### src/rtl/tac_pkg.sv
package tac_pkg;
  localparam int TEMP_W = 8;
  localparam int EXT_W  = TEMP_W + 2;

  // Release threshold: upper limit minus hysteresis, floored at the most negative value.
  function automatic logic signed [TEMP_W-1:0] rel_level(
    input logic signed [TEMP_W-1:0] hi,
    input logic        [TEMP_W-1:0] hy);
    logic signed [EXT_W-1:0] diff;
    logic signed [EXT_W-1:0] floor_v;
    floor_v = -(EXT_W'(1) <<< (TEMP_W-1));
    diff = {{2{hi[TEMP_W-1]}}, hi} - {2'b00, hy};
    if (diff < floor_v) rel_level = floor_v[TEMP_W-1:0];
    else                rel_level = diff[TEMP_W-1:0];
  endfunction

  function automatic logic is_over(input logic signed [TEMP_W-1:0] t,
                                   input logic signed [TEMP_W-1:0] lim);
    is_over = (t > lim);
  endfunction

  function automatic logic is_under(input logic signed [TEMP_W-1:0] t,
                                    input logic signed [TEMP_W-1:0] lim);
    is_under = (t < lim);
  endfunction
endpackage

### src/rtl/tac_chan_eval.sv
module tac_chan_eval
  import tac_pkg::*;
(
  input  logic                     clk,
  input  logic                     rst,
  input  logic                     hit,
  input  logic signed [TEMP_W-1:0] temp,
  input  logic signed [TEMP_W-1:0] hi_lim,
  input  logic signed [TEMP_W-1:0] lo_lim,
  input  logic        [TEMP_W-1:0] hyst,
  output logic                     over_d,
  output logic                     under_d,
  output logic                     cool_d
);
  logic over_q, under_q, cool_q;
  logic signed [TEMP_W-1:0] rel_thr;

  assign rel_thr = rel_level(hi_lim, hyst);

  always_comb begin
    over_d  = hit ? is_over(temp, hi_lim)   : over_q;
    under_d = hit ? is_under(temp, lo_lim)  : under_q;
    cool_d  = hit ? is_under(temp, rel_thr) : cool_q;
  end

  always_ff @(posedge clk) begin
    if (rst) begin
      over_q  <= 1'b0;
      under_q <= 1'b0;
      cool_q  <= 1'b1;
    end else begin
      over_q  <= over_d;
      under_q <= under_d;
      cool_q  <= cool_d;
    end
  end
endmodule

### src/rtl/tac_status.sv
module tac_status #(
  parameter int NCH = 2
) (
  input  logic           clk,
  input  logic           rst,
  input  logic           comp_mode,
  input  logic           cmp_act_q,
  input  logic           release_ev,
  input  logic [NCH-1:0] over_d,
  input  logic [NCH-1:0] under_d,
  input  logic [NCH-1:0] fault,
  input  logic [NCH-1:0] clr_hi,
  input  logic [NCH-1:0] clr_lo,
  input  logic [NCH-1:0] clr_flt,
  output logic [NCH-1:0] stat_hi,
  output logic [NCH-1:0] stat_lo,
  output logic [NCH-1:0] stat_flt
);
  logic           hi_locked;
  logic [NCH-1:0] hi_keep;

  assign hi_locked = comp_mode && cmp_act_q;

  always_comb begin
    if (comp_mode && release_ev) hi_keep = '0;
    else if (hi_locked)          hi_keep = stat_hi;
    else                         hi_keep = stat_hi & ~clr_hi;
  end

  always_ff @(posedge clk) begin
    if (rst) begin
      stat_hi  <= '0;
      stat_lo  <= '0;
      stat_flt <= '0;
    end else begin
      stat_hi  <= hi_keep | over_d;
      stat_lo  <= (stat_lo & ~clr_lo) | under_d;
      stat_flt <= (stat_flt & ~clr_flt) | fault;
    end
  end
endmodule

### src/rtl/tac_alert_core.sv
module tac_alert_core #(
  parameter int NCH = 2
) (
  input  logic           clk,
  input  logic           rst,
  input  logic           comp_mode,
  input  logic           mask_all,
  input  logic [NCH-1:0] chan_mask,
  input  logic [NCH-1:0] over_d,
  input  logic [NCH-1:0] cool_d,
  input  logic [NCH-1:0] pend,
  output logic           cmp_act_q,
  output logic           release_ev,
  output logic           alert_drv
);
  logic cmp_act_d;
  logic any_trip, all_cool, int_alert;

  assign any_trip  = |(over_d & ~chan_mask);
  assign all_cool  = &(cool_d | chan_mask);
  assign cmp_act_d = cmp_act_q ? !all_cool : any_trip;
  assign release_ev = cmp_act_q && !cmp_act_d;
  assign int_alert = !mask_all && (|(pend & ~chan_mask));
  assign alert_drv = comp_mode ? cmp_act_q : int_alert;

  always_ff @(posedge clk) begin
    if (rst) cmp_act_q <= 1'b0;
    else     cmp_act_q <= cmp_act_d;
  end
endmodule

### src/rtl/temp_alert_ctrl.sv
module temp_alert_ctrl
  import tac_pkg::*;
#(
  parameter int NCH = 2,
  localparam int CW = (NCH > 1) ? $clog2(NCH) : 1
) (
  input  logic                  clk,
  input  logic                  rst,
  input  logic                  smp_valid,
  input  logic [CW-1:0]         smp_chan,
  input  logic [TEMP_W-1:0]     smp_temp,
  input  logic [NCH*TEMP_W-1:0] hi_lim,
  input  logic [NCH*TEMP_W-1:0] lo_lim,
  input  logic [TEMP_W-1:0]     hyst,
  input  logic [NCH-1:0]        diode_fault,
  input  logic                  cfg_comp,
  input  logic                  mask_all,
  input  logic [NCH-1:0]        chan_mask,
  input  logic [NCH-1:0]        clr_hi,
  input  logic [NCH-1:0]        clr_lo,
  input  logic [NCH-1:0]        clr_flt,
  output logic [NCH-1:0]        stat_hi,
  output logic [NCH-1:0]        stat_lo,
  output logic [NCH-1:0]        stat_flt,
  output logic                  alert_drv
);
  logic [NCH-1:0] over_d, under_d, cool_d, hit;
  logic           cmp_act, release_ev;
  logic [NCH-1:0] pend;

  genvar c;
  generate
    for (c = 0; c < NCH; c++) begin : g_ch
      assign hit[c] = smp_valid && (smp_chan == CW'(c));
      tac_chan_eval u_eval (
        .clk    (clk),
        .rst    (rst),
        .hit    (hit[c]),
        .temp   (smp_temp),
        .hi_lim (hi_lim[c*TEMP_W +: TEMP_W]),
        .lo_lim (lo_lim[c*TEMP_W +: TEMP_W]),
        .hyst   (hyst),
        .over_d (over_d[c]),
        .under_d(under_d[c]),
        .cool_d (cool_d[c])
      );
    end
  endgenerate

  assign pend = stat_hi | stat_lo | stat_flt;

  tac_alert_core #(.NCH(NCH)) u_core (
    .clk       (clk),
    .rst       (rst),
    .comp_mode (cfg_comp),
    .mask_all  (mask_all),
    .chan_mask (chan_mask),
    .over_d    (over_d),
    .cool_d    (cool_d),
    .pend      (pend),
    .cmp_act_q (cmp_act),
    .release_ev(release_ev),
    .alert_drv (alert_drv)
  );

  tac_status #(.NCH(NCH)) u_stat (
    .clk       (clk),
    .rst       (rst),
    .comp_mode (cfg_comp),
    .cmp_act_q (cmp_act),
    .release_ev(release_ev),
    .over_d    (over_d),
    .under_d   (under_d),
    .fault     (diode_fault),
    .clr_hi    (clr_hi),
    .clr_lo    (clr_lo),
    .clr_flt   (clr_flt),
    .stat_hi   (stat_hi),
    .stat_lo   (stat_lo),
    .stat_flt  (stat_flt)
  );
endmodule

### config.mk
export PLATFORM = sky130hd
export DESIGN_NAME = temp_alert_ctrl
export DESIGN_NICKNAME = d
export VERILOG_FILES = /design/src/rtl/tac_pkg.sv /design/src/rtl/tac_chan_eval.sv /design/src/rtl/tac_status.sv /design/src/rtl/tac_alert_core.sv /design/src/rtl/temp_alert_ctrl.sv
export SDC_FILE = /design/constraint.sdc
export NUM_CORES = 1
export LEC_CHECK = 0
export BUFFER_PORTS_ARGS = -buffer_cell sky130_fd_sc_hd__buf_2
export CAP_MARGIN = 20
export CORE_ASPECT_RATIO = 1.1
export CORE_UTILIZATION = 50
export CTS_CLUSTER_DIAMETER = 150
export DETAILED_ROUTE_END_ITERATION = 8
export PLACE_DENSITY_LB_ADDON = 0.25
export SYNTH_ARGS = -nofsm -noshare
export SYNTH_HDL_FRONTEND = slang
export SYNTH_SLANG_ARGS = --single-unit
### constraint.sdc
create_clock -name clk -period 10.6 [get_ports clk]
set_input_delay 1.59 -clock clk [delete_from_list [all_inputs] [get_ports clk]]
set_output_delay 1.59 -clock clk [all_outputs]
set_load 0.01 [all_outputs]
==> impl_metrics.json, run 1 <==
{
  "status": "complete, no violations",
  "drive_gt1_share_pct": 21.43,
  "ios": 71,
  "clock-sinks": 13,
  "cts-hold-fix-buffers": 0,
  "detail_route.wl_per_cell_um": 13.51,
  "max_slew_margin_pct": 65.30,
  "post_cts.resized_instances": 0,
  "drtIter0Drc": 139,
  "synthTopCellsByCount": "62 x ha_1, 50 x inv_1, 27 x a21oi_1, 22 x nor2_1, 20 x nand2_1",
  "cts-root-buf": "clkbuf_8",
  "antenna_cells": 0,
  "io_buffers": 70,
  "critPathMaxStageDelay_ps": 420,
  "syn_area_mm2": 0.002572,
  "drt-total-wl_mm": 6.270,
  "fmax_ghz": 0.1941,
  "coreArea_mm2": 0.004966,
  "fin_crit_sh_pct": 48.60,
  "hold_violations": 0,
  "worst_pin_slew_ps": 516.1,
  "ys.flop_type": "dfxtp_1",
  "ant_nets": 0,
  "critPathSlowestCell": "fa_1",
  "peakVddDrop_uv": 63.51,
  "powerDensity_mw_per_mm2": 80.05,
  "path_buf_inv": 3,
  "grt_pass1_vias": 2480,
  "min_path_type": "reg -> reg",
  "synthToLayoutAreaGrowth_pct": 18.04,
  "fp.dieH_um": 77.23,
  "ys_types": 51,
  "die_width_um": 70.39,
  "grt_pass1_wl_mm": 10.63,
  "clk_pin_slew_worst_paths_ps": 50,
  "rows": 27,
  "synth_most_common_cell": "ha_1",
  "syn_inst": 333,
  "post_cts_buffers": 0,
  "track_usage_pct": 23.54,
  "cts_made_buffers": 3,
  "overflow": 0,
  "setup_tns_ps": 0,
  "synthArstFlopShare_pct": 0,
  "skew_ps": 0.7492,
  "ys_seq_elements": 13,
  "synth_warnings": 0,
  "p_leak_nw": 1.610,
  "total_power_uw": 243.1,
  "clk_path_buf_depth": 2,
  "antenna_found_initial": 0,
  "dieArea_mm2": 0.005436,
  "post-dp-hpwl_mm": 5.380,
  "drtPass1Iterations": 4,
  "grt_max_degree": 16,
  "htreeDepth": 1,
  "slew_viol_final": 0,
  "endpoint_kind": "flip-flop",
  "cts_tree": "done",
  "start_kind": "primary input",
  "avgViaCountPerCell": 5.728,
  "synth-edff-count": 0,
  "holdWs_ps": 490.1,
  "avgSynthCellArea_um2": 7.725,
  "critPathTopFamily": "compound AO/OA/AOI/OAI gates",
  "cap_violations": 0,
  "synth-seq-area-share_pct": 10.12,
  "synth_top_area_share_pct": 30.16,
  "initial_utilization_pct": 51.80,
  "crit_type": "in -> reg",
  "yosysTopAreaCell": "ha_1",
  "dr_total_vias": 2658,
  "setup_viol_count_final": 0,
  "arrival_ps": 5270,
  "place_congestion": 0.9201,
  "fin_crit_ps": 5152,
  "drc_errors": 0,
  "ys_top_cells_by_area": "ha_1 30%, dfxtp_1 10%, inv_1 7.3%, a21oi_1 5.3%, a21o_1 4.1%",
  "path_cells": "buf_2 -> inv_1 -> ha_1 -> inv_1 -> fa_1 -> a211oi_2 -> o31ai_2 -> a221oi_2 -> xnor2_1 -> o31ai_4 -> nand2_1 -> ha_1 -> a21o_1 -> a31oi_1 -> o211ai_1 -> a221oi_1 -> o32ai_1 -> nor4_2 -> o22ai_1",
  "cp.required_ps": 10720,
  "rsz0062_at_grt": "false",
  "nFillCells": 494,
  "insertion_delay_ps": 250,
  "fin_nets": 535,
  "synth_fp_nets": 461,
  "cp_max_fo": 8
}
## cells by family (layout without fill, tap and decap cells)
logic type      count (synthesis)  after routing  share of synthesized area [%]
compound gates                109            109                          30.01
simple gates                   87             87                          17.66
fa+ha+maj                      64             64                          31.71
buf+inv                        51            124                          7.441
flops                          13             13                          10.12
xor+xnor                        9              9                          3.064
## routing by layer
| layer | global-route usage, % | up-vias | wire, um | part of all wire, % |
|---|---|---|---|---|
| met1 | 28.93 | 1214 | 2878 | 46 |
| met5 | 0 | - | 0 | 0 |
| met2 | 42.19 | 69 | 2992 | 48 |
| met3 | 1.445 | 11 | 263 | 4.2 |
| met4 | 9.000 | 0 | 136 | 2.2 |
| li1 | - | 1364 | - | - |
## area by class of cell
class	count	area [um^2]	share of cell area, %
Multi-Input combinational cell	269	2121	69.84
Timing Repair Buffer	70	350.3	11.54
Sequential cell	13	260.3	8.570
Inverter	50	187.7	6.180
Tap cell	58	72.57	2.390
Clock buffer	4	45.04	1.483
## flip-flops by register name, indices dropped and copies added, names as in the netlist
| register | cells |
|---|---|
| g_ch.u_eval.over_q | 2 |
| u_stat.stat_hi | 2 |
| u_stat.stat_lo | 2 |
| u_stat.stat_flt | 2 |
| g_ch.u_eval.under_q | 2 |
| g_ch.u_eval.cool_q | 2 |
| u_core.cmp_act_q | 1 |
## report_power, final
group | internal [mW] | leakage (nW) | switching [mW]
clock | 0.0266 | 0.0228 | 0.0177
sequential | 0.0534 | 0.108 | 0.00253
combinational | 0.0650 | 1.48 | 0.0779
total | 0.145 | 1.61 | 0.0981
## worst min-delay path: cells and delay by family (launching register included)
family,cells,cell delay [ps]
flops,1,330
compound gates,2,130
## path summary, 6_finish.rpt
kind	from	depth (start not counted)	slack (ps)	to
worst max register to register	g_ch[1].u_eval.cool_q$_SDFF_PP1_	5	9460	u_stat.stat_hi[0]$_SDFF_PP0_
worst min register to register	g_ch[0].u_eval.cool_q$_SDFF_PP1_	2	490	g_ch[0].u_eval.cool_q$_SDFF_PP1_
worst max-delay path	hi_lim[0]	19	5450	u_stat.stat_hi[0]$_SDFF_PP0_
worst min-delay path	g_ch[0].u_eval.cool_q$_SDFF_PP1_	2	490	g_ch[0].u_eval.cool_q$_SDFF_PP1_
## placed cells by master (no fill, tap or decap), drive strengths merged, types with 3 or more instances in the layout
master / Yosys / final
buf: 0 / 70
ha: 62 / 62
inv: 50 / 50
a21oi: 28 / 28
nor2: 22 / 22
nand2: 20 / 20
a21o: 15 / 15
dfxtp: 13 / 13
o21ai: 13 / 13
a211oi: 10 / 10
nand2b: 9 / 9
o211ai: 8 / 8
nor3: 8 / 8
xnor2: 6 / 6
o21a: 6 / 6
nand4: 5 / 5
nor2b: 5 / 5
nand3: 4 / 4
a31oi: 4 / 4
nor4: 4 / 4
clkbuf: 1 / 4
o31ai: 4 / 4
o22a: 3 / 3
xor2: 3 / 3
o22ai: 3 / 3
o21bai: 3 / 3
## metrics by stage
| stage | cells | utilization [%] | worst slack, ps | cell area (um^2) |
|---|---|---|---|---|
| final | 464 | 61.15 | 5448 | 3037 |
| after detailed placement | 460 | 60.24 | 5170 | 2992 |
| after floorplan | 333 | - | 5715 | 2572 |
| after global placement | 460 | 60.24 | 5301 | 2992 |
| after global routing | 464 | 61.15 | 5094 | 3037 |
| after CTS | 464 | 61.15 | 5434 | 3037 |
Note: power is estimated with default switching activity, not from simulation.
==> inputs of run 2 (changes only) <==
- ABC_AREA: default -> 1
- CORE_UTILIZATION: 50 -> 49
- clock period: 10.6 -> 4.45 ns (I/O delays scaled with it)
==> run 2 against run 1 <==
Compared with the run above:
- wire length increased by 3.7%
- via count increased by 6.7%
- sequential share of layout area decreased by 0.42 points
- worst setup slack got worse by 4000 ps
- synthesized cell count increased by 30%
- cell area increased by 5.2%
- final cell count increased by 25%
- combinational power increased by 140%
- global-route usage decreased by 0.23 points
- sequential power increased by 130%
- hold slack improved by 1.8 ps
==> impl_metrics.json, run 2 <==
{
  "post_cts.resized_instances": 0,
  "pwr-share-clk_pct": 17.7,
  "detail_route.wl_per_cell_um": 11.17,
  "critPathTopFamily": "simple AND/OR/NAND/NOR gates",
  "post-place-ws_ps": 1178,
  "cap_violations": 0,
  "cp.required_ps": 4590,
  "reg2reg_to": "u_core.cmp_act_q$_SDFF_PP0_",
  "fin_crit_ps": 3020,
  "synthTopCellsByCount": "111 x nand2_1, 91 x inv_1, 62 x ha_1, 35 x a21oi_1, 30 x nor2_1",
  "synthArstFlopShare_pct": 0,
  "r2r_start": "g_ch[0].u_eval.over_q$_SDFF_PP0_",
  "clk_path_buf_depth": 2,
  "fin_crit_sh_pct": 67.86,
  "placed_area_mm2": 0.003149,
  "dr_total_vias": 2835,
  "post_cts_buffers": 0,
  "coreArea_mm2": 0.005360,
  "endpoint_kind": "flip-flop",
  "htreeDepth": 1,
  "cp_common_cell": "nand2_1",
  "drtPass1Iterations": 4,
  "r2r_slack_ps": 3470,
  "cts_made_buffers": 3,
  "switchingPower_uw": 248.2,
  "powerDensity_mw_per_mm2": 181.8,
  "clock-sinks": 13,
  "p_comb_share_pct": 59.6,
  "pwr-share-seq_pct": 22.6,
  "post-dp-hpwl_mm": 5.677,
  "synthToLayoutAreaGrowth_pct": 18.08,
  "cts-root-buf": "clkbuf_8",
  "yosysTopAreaCell": "ha_1",
  "max_slew_margin_pct": 80.86,
  "drc_errors": 0,
  "grt_pass1_vias": 2652,
  "total_power_uw": 580.8,
  "syn_area_mm2": 0.002705,
  "drt-total-wl_mm": 6.502,
  "finalWorstSetupSlack_ps": 1430,
  "ant_nets": 0,
  "dieArea_mm2": 0.005822,
  "hold_violations": 0,
  "ys_top_cells_by_area": "ha_1 29%, nand2_1 15%, inv_1 13%, dfxtp_1 9.6%, a21oi_1 6.5%",
  "internal_power_uw": 332.6,
  "place_congestion": 0.8533,
  "ys.flop_type": "dfxtp_1",
  "track_usage_pct": 23.30,
  "cts_tree": "done",
  "grt_pass1_wl_mm": 10.79,
  "r2r_cells": 8,
  "cp_max_fo": 7,
  "cts-hold-fix-buffers": 0,
  "skew_ps": 5.372,
  "path_buf_inv": 3,
  "ys_seq_elements": 13,
  "hold_end": "g_ch[1].u_eval.cool_q$_SDFF_PP1_",
  "arrival_ps": 3160,
  "cp.depth": 24,
  "min_from": "g_ch[1].u_eval.cool_q$_SDFF_PP1_",
  "p_leak_nw": 1.975,
  "setup_tns_ps": 0,
  "crit_type": "in -> reg",
  "clk_pin_slew_worst_paths_ps": 50,
  "fp.dieH_um": 79.93,
  "nFillCells": 570,
  "grt_max_degree": 9,
  "status": "complete, no violations",
  "start_kind": "primary input",
  "synth_most_common_cell": "nand2_1",
  "synth_top_area_share_pct": 28.68,
  "hold_depth": 2,
  "antenna_found_initial": 0,
  "layout_common_cells": "111 x nand2_1, 91 x inv_1, 70 x buf_2, 62 x ha_1, 35 x a21oi_1",
  "io_buffers": 70,
  "overflow": 0,
  "antenna_cells": 0,
  "synth-edff-count": 0,
  "fin_nets": 636,
  "ios": 71,
  "slew_viol_final": 0,
  "fmax_ghz": 0.3312,
  "setup_viol_count_final": 0,
  "path_cells": "buf_2 -> inv_1 -> ha_1 -> inv_1 -> fa_1 -> nand2_2 -> nand2_2 -> nand4_2 -> nand3_1 -> nand2_2 -> nand2_2 -> nand2_4 -> nand2_1 -> ha_1 -> a21oi_1 -> nor2_1 -> nor2_1 -> nand2_1 -> nand2_1 -> nand3_2 -> nand3_2 -> nand3_2 -> nand2_1 -> nand2_1",
  "ys_types": 26,
  "final_common_cell": "nand2_1",
  "syn_inst": 433,
  "die_width_um": 72.84,
  "critPathMaxStageDelay_ps": 400,
  "worst_pin_slew_ps": 284.1,
  "initial_utilization_pct": 50.47,
  "rsz0062_at_grt": "false",
  "rows": 28,
  "synth_warnings": 0,
  "drive_gt1_share_pct": 20.32,
  "peakVddDrop_uv": 233.8,
  "synth_fp_nets": 561,
  "insertion_delay_ps": 240,
  "stdcell_area_mm2": 0.003194,
  "critPathSlowestCell": "fa_1",
  "avgSynthCellArea_um2": 6.247,
  "swShare_pct": 42.73,
  "min_path_type": "reg -> reg",
  "drtIter0Drc": 145,
  "avgViaCountPerCell": 4.871,
  "synth-seq-area-share_pct": 9.621
}
## run 2: worst register-to-register path: cells and delay by family, from the launching register on
kind	cells	cell delay, ps
and+or+nand+nor	2	130
buffers and inverters	3	160
AOI/OAI and AO/OA	3	290
DFF	1	290
## run 2: cell type report
class / count / area (um^2) / share of cell area, %
timing repair buffer: 70 / 350.3 / 10.97
tap: 75 / 93.84 / 2.938
multi-input combinational: 328 / 2100 / 65.73
inverter: 92 / 345.3 / 10.81
sequential: 13 / 260.3 / 8.147
clock buffer: 4 / 45.04 / 1.410
## run 2: power by group through the flow
| stage | logic [mW] | clock network [mW] | registers, mW |
|---|---|---|---|
| floorplan | 0.245 | 0 | 0.135 |
| global placement | 0.337 | 0 | 0.134 |
| detailed placement | 0.346 | 0 | 0.134 |
| CTS | 0.348 | 0.106 | 0.131 |
| global route | 0.406 | 0.111 | 0.132 |
| finish | 0.346 | 0.103 | 0.131 |
## run 2: stage by stage
stage               std cells  utilization, %  hold WS [ps]
floorplan                 433               -         454.5
global placement          578           58.75         474.8
detailed placement        578           58.75         472.7
CTS                       582           59.59         488.3
global route              582           59.59         519.9
finish                    582           59.59         491.9
## run 2: logic make-up (layout without fill, tap and decap cells)
family	after synthesis	count (layout)	synth area share, %
buffers and inverters	92	166	12.77
adders and majority gates	64	64	30.16
AOI/OAI and AO/OA	57	57	11.56
DFF	13	13	9.621
xor gates and xnor gates	6	6	1.943
and+or+nand+nor	201	201	33.95
## run 2: worst max-delay path by stage
| stage | start | endpoint | slack [ps] |
|---|---|---|---|
| floorplan | hi_lim[8] | u_stat.stat_hi[1]$_SDFF_PP0_ | 1530 |
| global placement | hi_lim[8] | u_stat.stat_hi[1]$_SDFF_PP0_ | 1210 |
| CTS | hi_lim[8] | u_stat.stat_hi[0]$_SDFF_PP0_ | 1420 |
| detailed placement | hi_lim[8] | u_stat.stat_hi[1]$_SDFF_PP0_ | 1180 |
| global route | hi_lim[7] | u_stat.stat_hi[0]$_SDFF_PP0_ | 1050 |
| finish | hi_lim[8] | u_stat.stat_hi[0]$_SDFF_PP0_ | 1430 |
## run 2: metal layers
metal | vias to the layer above | share of wire (%) | GRT usage (%)
met2 | 49 | 51 | 45.23
met3 | 6 | 3.0 | 2.146
met1 | 1251 | 45 | 27.69
met5 | - | 0 | 0
met4 | 0 | 1.0 | 3.333
li1 | 1529 | - | -
